[config.mk]
export PLATFORM = sky130hd
export DESIGN_NAME = scl_rate_gen
export DESIGN_NICKNAME = d
export VERILOG_FILES = /design/src/rtl/scl_rate_pkg.sv /design/src/rtl/scl_cfg_regs.sv /design/src/rtl/scl_prescaler.sv /design/src/rtl/scl_phase_fsm.sv /design/src/rtl/scl_rate_gen.sv
export SDC_FILE = /design/constraint.sdc
export NUM_CORES = 1
export LEC_CHECK = 0
export BUFFER_PORTS_ARGS = -buffer_cell sky130_fd_sc_hd__buf_2
export CAP_MARGIN = 15
export CORE_AREA = 2 2 80 82
export CTS_BUF_LIST = sky130_fd_sc_hd__clkbuf_8
export DETAILED_ROUTE_END_ITERATION = 12
export DIE_AREA = 0 0 82 84
export SETUP_SLACK_MARGIN = 0.4
export SLEW_MARGIN = 40
export SYNTH_ARGS = -nofsm -noshare
export SYNTH_HDL_FRONTEND = slang
export SYNTH_HIERARCHICAL = 1
export SYNTH_SLANG_ARGS = --single-unit
[constraint.sdc]
create_clock -name clk -period 3.7 [get_ports clk]
set_input_delay 0.555 -clock clk [delete_from_list [all_inputs] [get_ports clk]]
set_output_delay 0.555 -clock clk [all_outputs]
set_load 0.005 [all_outputs]
[src/rtl/scl_rate_pkg.sv]
package scl_rate_pkg;

   typedef enum logic [1:0] {
      PH_IDLE = 2'd0,
      PH_LOW  = 2'd1,
      PH_WAIT = 2'd2,
      PH_HIGH = 2'd3
   } phase_t;

   // overhead added to each half-period, in prescaled ticks
   localparam int unsigned OVH_UNDIV = 4;
   localparam int unsigned OVH_DIV   = 3;

   // configuration addresses; software depends on these
   localparam logic [1:0] ADDR_PSEL = 2'd0;
   localparam logic [1:0] ADDR_LO   = 2'd1;
   localparam logic [1:0] ADDR_HI   = 2'd2;

endpackage

[src/rtl/scl_cfg_regs.sv]
module scl_cfg_regs
   import scl_rate_pkg::*;
#(
   parameter int PSEL_W   = 3,
   parameter int PER_W    = 5,
   parameter int REG_W    = 8,
   parameter int DEF_PSEL = 0,
   parameter int DEF_LO   = 10,
   parameter int DEF_HI   = 8
) (
   input  logic              clk,
   input  logic              rst_n,
   input  logic              hold,
   input  logic              wr_en,
   input  logic [1:0]        wr_addr,
   input  logic [REG_W-1:0]  wr_data,
   output logic [PSEL_W-1:0] psel_q,
   output logic [PER_W-1:0]  lo_q,
   output logic [PER_W-1:0]  hi_q,
   output logic [REG_W-1:0]  rd_lo,
   output logic [REG_W-1:0]  rd_hi
);
   localparam int PAD_W = REG_W - PER_W;
   localparam int NPER  = 2;

   logic [NPER*PER_W-1:0] per_bus;
   logic                  wr_ok;
   logic                  unused_wr_bits;

   assign wr_ok          = hold && wr_en;
   assign unused_wr_bits = ^wr_data[REG_W-1:PER_W];

   always_ff @(posedge clk or negedge rst_n) begin
      if (!rst_n)
         psel_q <= PSEL_W'(DEF_PSEL);
      else if (wr_ok && wr_addr == ADDR_PSEL)
         psel_q <= wr_data[PSEL_W-1:0];
   end

   for (genvar gi = 0; gi < NPER; gi++) begin : g_per
      localparam logic [1:0]       MY_ADDR = (gi == 0) ? ADDR_LO : ADDR_HI;
      localparam logic [PER_W-1:0] RST_V   = (gi == 0) ? PER_W'(DEF_LO) : PER_W'(DEF_HI);
      logic [PER_W-1:0] q;
      always_ff @(posedge clk or negedge rst_n) begin
         if (!rst_n)
            q <= RST_V;
         else if (wr_ok && wr_addr == MY_ADDR)
            q <= wr_data[PER_W-1:0];
      end
      assign per_bus[gi*PER_W +: PER_W] = q;
   end

   assign lo_q  = per_bus[0 +: PER_W];
   assign hi_q  = per_bus[PER_W +: PER_W];
   assign rd_lo = {{PAD_W{1'b1}}, lo_q};
   assign rd_hi = {{PAD_W{1'b1}}, hi_q};

   a_r7_locked_cfg : assert property (@(posedge clk) disable iff (!rst_n)
      !hold |=> ($stable(psel_q) && $stable(lo_q) && $stable(hi_q)));

endmodule

[src/rtl/scl_prescaler.sv]
module scl_prescaler #(
   parameter int PSEL_W = 3
) (
   input  logic              clk,
   input  logic              rst_n,
   input  logic              clr,
   input  logic [PSEL_W-1:0] psel,
   output logic              tick
);
   localparam int DIV_W = (2 ** PSEL_W) - 1;

   logic [DIV_W-1:0] pre_cnt;
   logic [DIV_W-1:0] mask;

   assign mask = ~({DIV_W{1'b1}} << psel);
   assign tick = (pre_cnt == mask);

   always_ff @(posedge clk or negedge rst_n) begin
      if (!rst_n)
         pre_cnt <= '0;
      else if (clr || tick)
         pre_cnt <= '0;
      else
         pre_cnt <= pre_cnt + 1'b1;
   end

   a_r1_undivided : assert property (@(posedge clk) disable iff (!rst_n)
      (psel == '0) |-> tick);

   a_r1_bounded : assert property (@(posedge clk) disable iff (!rst_n)
      (pre_cnt & ~mask) == '0);

endmodule

[src/rtl/scl_phase_fsm.sv]
module scl_phase_fsm
   import scl_rate_pkg::*;
#(
   parameter int PSEL_W      = 3,
   parameter int PER_W       = 5,
   parameter int SYNC_STAGES = 2
) (
   input  logic              clk,
   input  logic              rst_n,
   input  logic              act,
   input  logic [PSEL_W-1:0] psel,
   input  logic [PER_W-1:0]  lo_field,
   input  logic [PER_W-1:0]  hi_field,
   input  logic              tick,
   input  logic              scl_in,
   output logic              pre_clr,
   output logic              scl_drive_low,
   output logic              tick_sample,
   output logic              tick_shift
);
   localparam int CNT_W = PER_W + 1;

   phase_t             state_q, state_d;
   logic [CNT_W-1:0]   cnt_q;
   logic [CNT_W-1:0]   len_lo, len_hi, half_hi, ovh;
   logic [PER_W-1:0]   eff_lo, eff_hi;
   logic [SYNC_STAGES-1:0] sync_q;
   logic               scl_hi;
   logic               first_q;
   logic               lo_done, hi_done;

   // field 0 is below the legal minimum and acts as 1
   assign eff_lo  = (lo_field == '0) ? PER_W'(1) : lo_field;
   assign eff_hi  = (hi_field == '0) ? PER_W'(1) : hi_field;
   assign ovh     = (psel == '0) ? CNT_W'(OVH_UNDIV) : CNT_W'(OVH_DIV);
   assign len_lo  = CNT_W'(eff_lo) + ovh;
   assign len_hi  = CNT_W'(eff_hi) + ovh;
   assign half_hi = len_hi >> 1;

   always_ff @(posedge clk or negedge rst_n) begin
      if (!rst_n)
         sync_q <= '1;
      else
         sync_q <= {sync_q[SYNC_STAGES-2:0], scl_in};
   end
   assign scl_hi = sync_q[SYNC_STAGES-1];

   assign lo_done = tick && (cnt_q == len_lo - CNT_W'(1));
   assign hi_done = tick && (cnt_q == len_hi - CNT_W'(1));

   always_comb begin
      state_d = state_q;
      unique case (state_q)
         PH_IDLE: state_d = PH_LOW;
         PH_LOW:  if (lo_done) state_d = PH_WAIT;
         PH_WAIT: if (scl_hi)  state_d = PH_HIGH;
         PH_HIGH: if (hi_done) state_d = PH_LOW;
         default: state_d = PH_IDLE;
      endcase
      if (!act) state_d = PH_IDLE;
   end

   assign pre_clr = (state_d != state_q) || (state_q == PH_IDLE);

   always_ff @(posedge clk or negedge rst_n) begin
      if (!rst_n) begin
         state_q <= PH_IDLE;
         cnt_q   <= '0;
         first_q <= 1'b0;
      end else begin
         state_q <= state_d;
         first_q <= (state_d == PH_LOW) && (state_q != PH_LOW);
         if (state_d != state_q || !act)
            cnt_q <= '0;
         else if (tick && (state_q == PH_LOW || state_q == PH_HIGH))
            cnt_q <= cnt_q + 1'b1;
      end
   end

   assign scl_drive_low = (state_q == PH_LOW);
   assign tick_shift    = first_q;
   assign tick_sample   = (state_q == PH_HIGH) && tick && (cnt_q == half_hi - CNT_W'(1));

   a_r8_idle_quiet : assert property (@(posedge clk) disable iff (!rst_n)
      !act |=> (!scl_drive_low && !tick_sample && !tick_shift));

   a_r9_shift_in_low : assert property (@(posedge clk) disable iff (!rst_n)
      tick_shift |-> scl_drive_low);

   a_r10_sample_released : assert property (@(posedge clk) disable iff (!rst_n)
      tick_sample |-> !scl_drive_low);

   a_r2_cnt_bound : assert property (@(posedge clk) disable iff (!rst_n)
      (state_q == PH_LOW) |-> (cnt_q < len_lo));

   a_r4_wait_for_rise : assert property (@(posedge clk) disable iff (!rst_n)
      (state_q == PH_WAIT && !scl_hi && act) |=> (state_q == PH_WAIT));

   a_r9_r10_exclusive : assert property (@(posedge clk) disable iff (!rst_n)
      $onehot0({tick_sample, tick_shift}));

endmodule

[src/rtl/scl_rate_gen.sv]
module scl_rate_gen
   import scl_rate_pkg::*;
#(
   parameter int PSEL_W      = 3,
   parameter int PER_W       = 5,
   parameter int REG_W       = 8,
   parameter int SYNC_STAGES = 2,
   parameter int DEF_PSEL    = 0,
   parameter int DEF_LO      = 10,
   parameter int DEF_HI      = 8
) (
   input  logic              clk,
   input  logic              rst_n,
   input  logic              enable,
   input  logic              run,
   input  logic              soft_rst,
   input  logic              wr_en,
   input  logic [1:0]        wr_addr,
   input  logic [REG_W-1:0]  wr_data,
   output logic [PSEL_W-1:0] rd_psel,
   output logic [REG_W-1:0]  rd_lo,
   output logic [REG_W-1:0]  rd_hi,
   input  logic              scl_in,
   output logic              scl_drive_low,
   output logic              tick_sample,
   output logic              tick_shift
);
   if (SYNC_STAGES < 2) begin : g_chk_sync
      $error("SYNC_STAGES must be at least 2");
   end
   if (REG_W <= PER_W) begin : g_chk_reg
      $error("REG_W must exceed PER_W");
   end
   if (PSEL_W < 1 || PSEL_W > 4) begin : g_chk_psel
      $error("PSEL_W out of range");
   end
   if (DEF_LO >= 2 ** PER_W || DEF_HI >= 2 ** PER_W) begin : g_chk_def
      $error("default period does not fit PER_W");
   end

   logic [PSEL_W-1:0] psel_q;
   logic [PER_W-1:0]  lo_q, hi_q;
   logic              act, tick, pre_clr;

   assign act     = enable && run && !soft_rst;
   assign rd_psel = psel_q;

   scl_cfg_regs #(
      .PSEL_W(PSEL_W), .PER_W(PER_W), .REG_W(REG_W),
      .DEF_PSEL(DEF_PSEL), .DEF_LO(DEF_LO), .DEF_HI(DEF_HI)
   ) u_cfg (
      .clk(clk), .rst_n(rst_n), .hold(soft_rst),
      .wr_en(wr_en), .wr_addr(wr_addr), .wr_data(wr_data),
      .psel_q(psel_q), .lo_q(lo_q), .hi_q(hi_q),
      .rd_lo(rd_lo), .rd_hi(rd_hi)
   );

   scl_prescaler #(.PSEL_W(PSEL_W)) u_pre (
      .clk(clk), .rst_n(rst_n), .clr(pre_clr), .psel(psel_q), .tick(tick)
   );

   scl_phase_fsm #(
      .PSEL_W(PSEL_W), .PER_W(PER_W), .SYNC_STAGES(SYNC_STAGES)
   ) u_fsm (
      .clk(clk), .rst_n(rst_n), .act(act), .psel(psel_q),
      .lo_field(lo_q), .hi_field(hi_q), .tick(tick), .scl_in(scl_in),
      .pre_clr(pre_clr), .scl_drive_low(scl_drive_low),
      .tick_sample(tick_sample), .tick_shift(tick_shift)
   );

endmodule

==> metrics.yaml <==
setup_path:
  cp.arrival_ns: 2.96
  r2r_slack_ns: 0.36
  setup.worst_path.start: "u_cfg/psel_q[2]"
  slowest_stage: "fa_2"
  path_cells: "or3_4, ha_4, fa_2, xnor2_4, ha_4, xor2_1, nand4_1, a21oi_2, and4b_1, buf_2"
  setup.worst_path.start_class: "register"
  reg2reg_depth: 12
  crit_path_frequent_cell: "ha_4"
  endpoint_kind: "output port"
  path_max_fanout: 4
  crit_type: "register to output port"
  crit_required_ns: 3.14
  reg2reg_to: "u_fsm/cnt_q[5]"
  cpPeakStageDelay_ns: 0.45
  r2r-start: "u_cfg/psel_q[2]"
pwr:
  power_density_nw_per_um2: 573
  p_switching_uw: 635
  intPower_uw: 1050
  peakVddDrop_mv: 0.248
  p_seq_share_pct: 24.7
  p_total_uw: 1690
  switching_share_pct: 37.6
  p_leak_uw: 0.00132
  p_comb_share_pct: 54.8
  pwr-share-clk_pct: 20.5
clocking:
  path_clk_slew_ns: 0.06
  htreeDepth: 2
  clk_latency_ns: 0.28
  cts_inserted_buffers: 5
  clockBufferDepth: 2
  cts.sinks: 31
  cts_tree: "built"
  ctsHoldBuffers: 0
  root_buffer: "clkbuf_8"
drt:
  viasPerCell: 5.30
  first_pass_iters: 3
  drtIter0Drc: 52
  drc: 0
  wl_um: 5130
  drtAntennaViolNets: 0
  wl_per_cell_um: 14.3
  vias: 1907
timing:
  maxSlewViolCount: 0
  min_period_over_period_pct: 95.0
  setup_tns_ns: 0
  fin_skew_ns: 0.00888
  layout_setup_ws_ns: 0.186
  rsz0062_at_grt: "yes"
  fin_crit_ns: 3.51
  worstMarginPinSlew_ns: 0.714
  setup_violations: 0
  holdWs_ns: 0.327
  final-hold-violation-count: 0
  fmax_ghz: 0.285
  relSlewSlack_pct: 52.4
cells_and_area:
  diodes: 0
  drive_gt1_share_pct: 36.0
  syn_to_final_growth_pct: 17.1
  fillers: 575
  layout.nets: 316
  final_util_pct: 48.4
floorplanning:
  pin_count: 39
  core_region_area_um2: 6100
  die_y_um: 84
  num_rows: 29
  die_w_um: 82
  die-area_um2: 6890
  start_util_pct: 41.3
run:
  drv_cap: 0
global_route:
  grt_pass1_vias: 1844
  grt_pass1_wl_um: 8740
  grt_max_degree: 32
  antenna_found_initial: 0
  grt-ovfl-total: 0
  grtUsageTotal_pct: 16.3
yosys:
  synth_top_area_share_pct: 25.8
  synth_seq_cells: 31
  ys_seq_area_share_pct: 31.0
  yosys.area.top_type: "dfrtp_1"
  synthFlopType: "dfrtp_1"
  yosys_warnings: 6
  yosysUniqueCellTypes: 61
  synthesis.area_um2: 2520
  synth_cells: 257
  synth-edff-count: 0
  async_flop_share_pct: 100
  synth.avg_cell_area_um2: 9.80
  synth.area.top_cells: "dfrtp_1 26%, ha_1 7.5%, xnor2_1 6.6%"
placement:
  pre_cts_ws_ns: 0.203
  portBuffers: 29
  hpwl_um: 3670
  globalplace.congestion: 0.754
run_status:
  status: "finished clean"
min_path:
  hp-class: "input port to async pin"
==> synth_stat cells (7+ instances only) <==
cell type and number:
nand2_1 16, xor2_1 10, and3_1 8, inv_1 16, a21oi_1 7, a211oi_1 7
buf_4 17, ha_1 15, xnor2_1 19, dfrtp_1 26, mux2_2 13
==> per-stage QoR <==
step / instances / instance area, um2
after floorplan: 262 / 2560
after global placement: 344 / 2640
after detailed placement: 344 / 2640
after CTS: 356 / 2850
after global routing: 360 / 2950
final: 360 / 2950
==> critical path: cells and delay by family (launching register included) <==
kind	cells	cell delay, ns
AND/OR/NAND/NOR	3	0.78
buffers and inverters	1	0.10
adder cells (fa/ha/maj)	3	0.88
flip-flops	1	0.37
AO/OA/AOI/OAI	1	0.15
XOR/XNOR	2	0.40
==> registers in the layout, summed over array words and instances (netlist names) <==
| signal | count |
|---|---|
| u_pre/pre_cnt | 7 |
| u_cfg/psel_q | 3 |
| u_fsm/cnt_q | 6 |
| u_fsm/tick_shift | 1 |
| u_fsm/sync_q | 2 |
| u_cfg/hi_q | 5 |
| u_cfg/lo_q | 5 |
| u_fsm/state_q | 2 |
==> power by group through the flow <==
stage	logic (uW)	clock network (uW)	registers (uW)
final	927	346	417
after global routing	1030	374	424
after CTS	848	356	417
after detailed placement	766	0	421
after global placement	764	0	420
after floorplan	658	0	417
==> logic make-up (layout without fill, tap and decap cells) <==
logic type | Yosys count | after routing | synth area share (%)
AND/OR/NAND/NOR | 75 | 75 | 17.8
AO/OA/AOI/OAI | 44 | 44 | 14.7
buffers and inverters | 43 | 64 | 9.49
flip-flops | 31 | 31 | 31.0
XOR/XNOR | 30 | 30 | 10.7
adder cells (fa/ha/maj) | 17 | 17 | 9.04
multiplexers | 16 | 16 | 7.00
other | 1 | 6 | 0.149
==> what timing repair did <==
action,CTS,global route
gates resized for setup,12,10
buffers inserted,4,4
endpoints found under the setup margin,15,16
pin swaps,2,7
==> cell type report <==
cell class	instances	area [um2]	area share [%]
multi-input cells	188	1650	56.0
flip-flops and latches	31	782	26.5
repair buffers	40	240	8.15
well taps	77	96.3	3.27
clock buffers	6	82.6	2.80
inverters	16	62.6	2.12
clock inverters	2	35.0	1.19
==> routing by layer <==
metal	GRT usage, %	up-vias	share of wire, %
met5	0	-	0
met4	4.55	0	1.3
met3	3.25	6	1.9
met2	26.0	15	49
met1	22.1	942	47
li1	-	944	-
==> cells in the final DEF (no fill, tap or decap), types with 3 or more instances in the layout <==
cell,Yosys,final
xnor2_1,19,18
dfstp_2,5,5
xor2_1,10,10
buf_2,4,29
conb_1,1,6
and3_1,8,7
a211oi_1,7,6
nand2_1,16,15
and2_1,3,3
nor3_1,5,4
buf_4,17,10
a21o_1,4,4
or3_1,6,4
a21oi_1,7,6
clkbuf_8,0,6
o21ai_0,3,3
nand4b_1,3,3
nand4_1,6,6
nor2_1,6,6
inv_1,16,14
dfrtp_1,26,26
mux2_2,13,13
nand3_1,4,4
ha_4,0,3
ha_1,15,11
==> how the worst max path moves through the flow <==
stage	to	slack [ns]	cells after the start
3_5_place_dp	u_pre/pre_cnt[1]	0.20	13
2_1_floorplan	u_pre/pre_cnt[1]	0.42	13
5_1_grt	tick_sample	0.03	10
3_3_place_gp	u_pre/pre_cnt[1]	0.23	13
4_1_cts	tick_sample	0.20	10
6_report	tick_sample	0.19	10
Power figures use the tool's default switching activity.
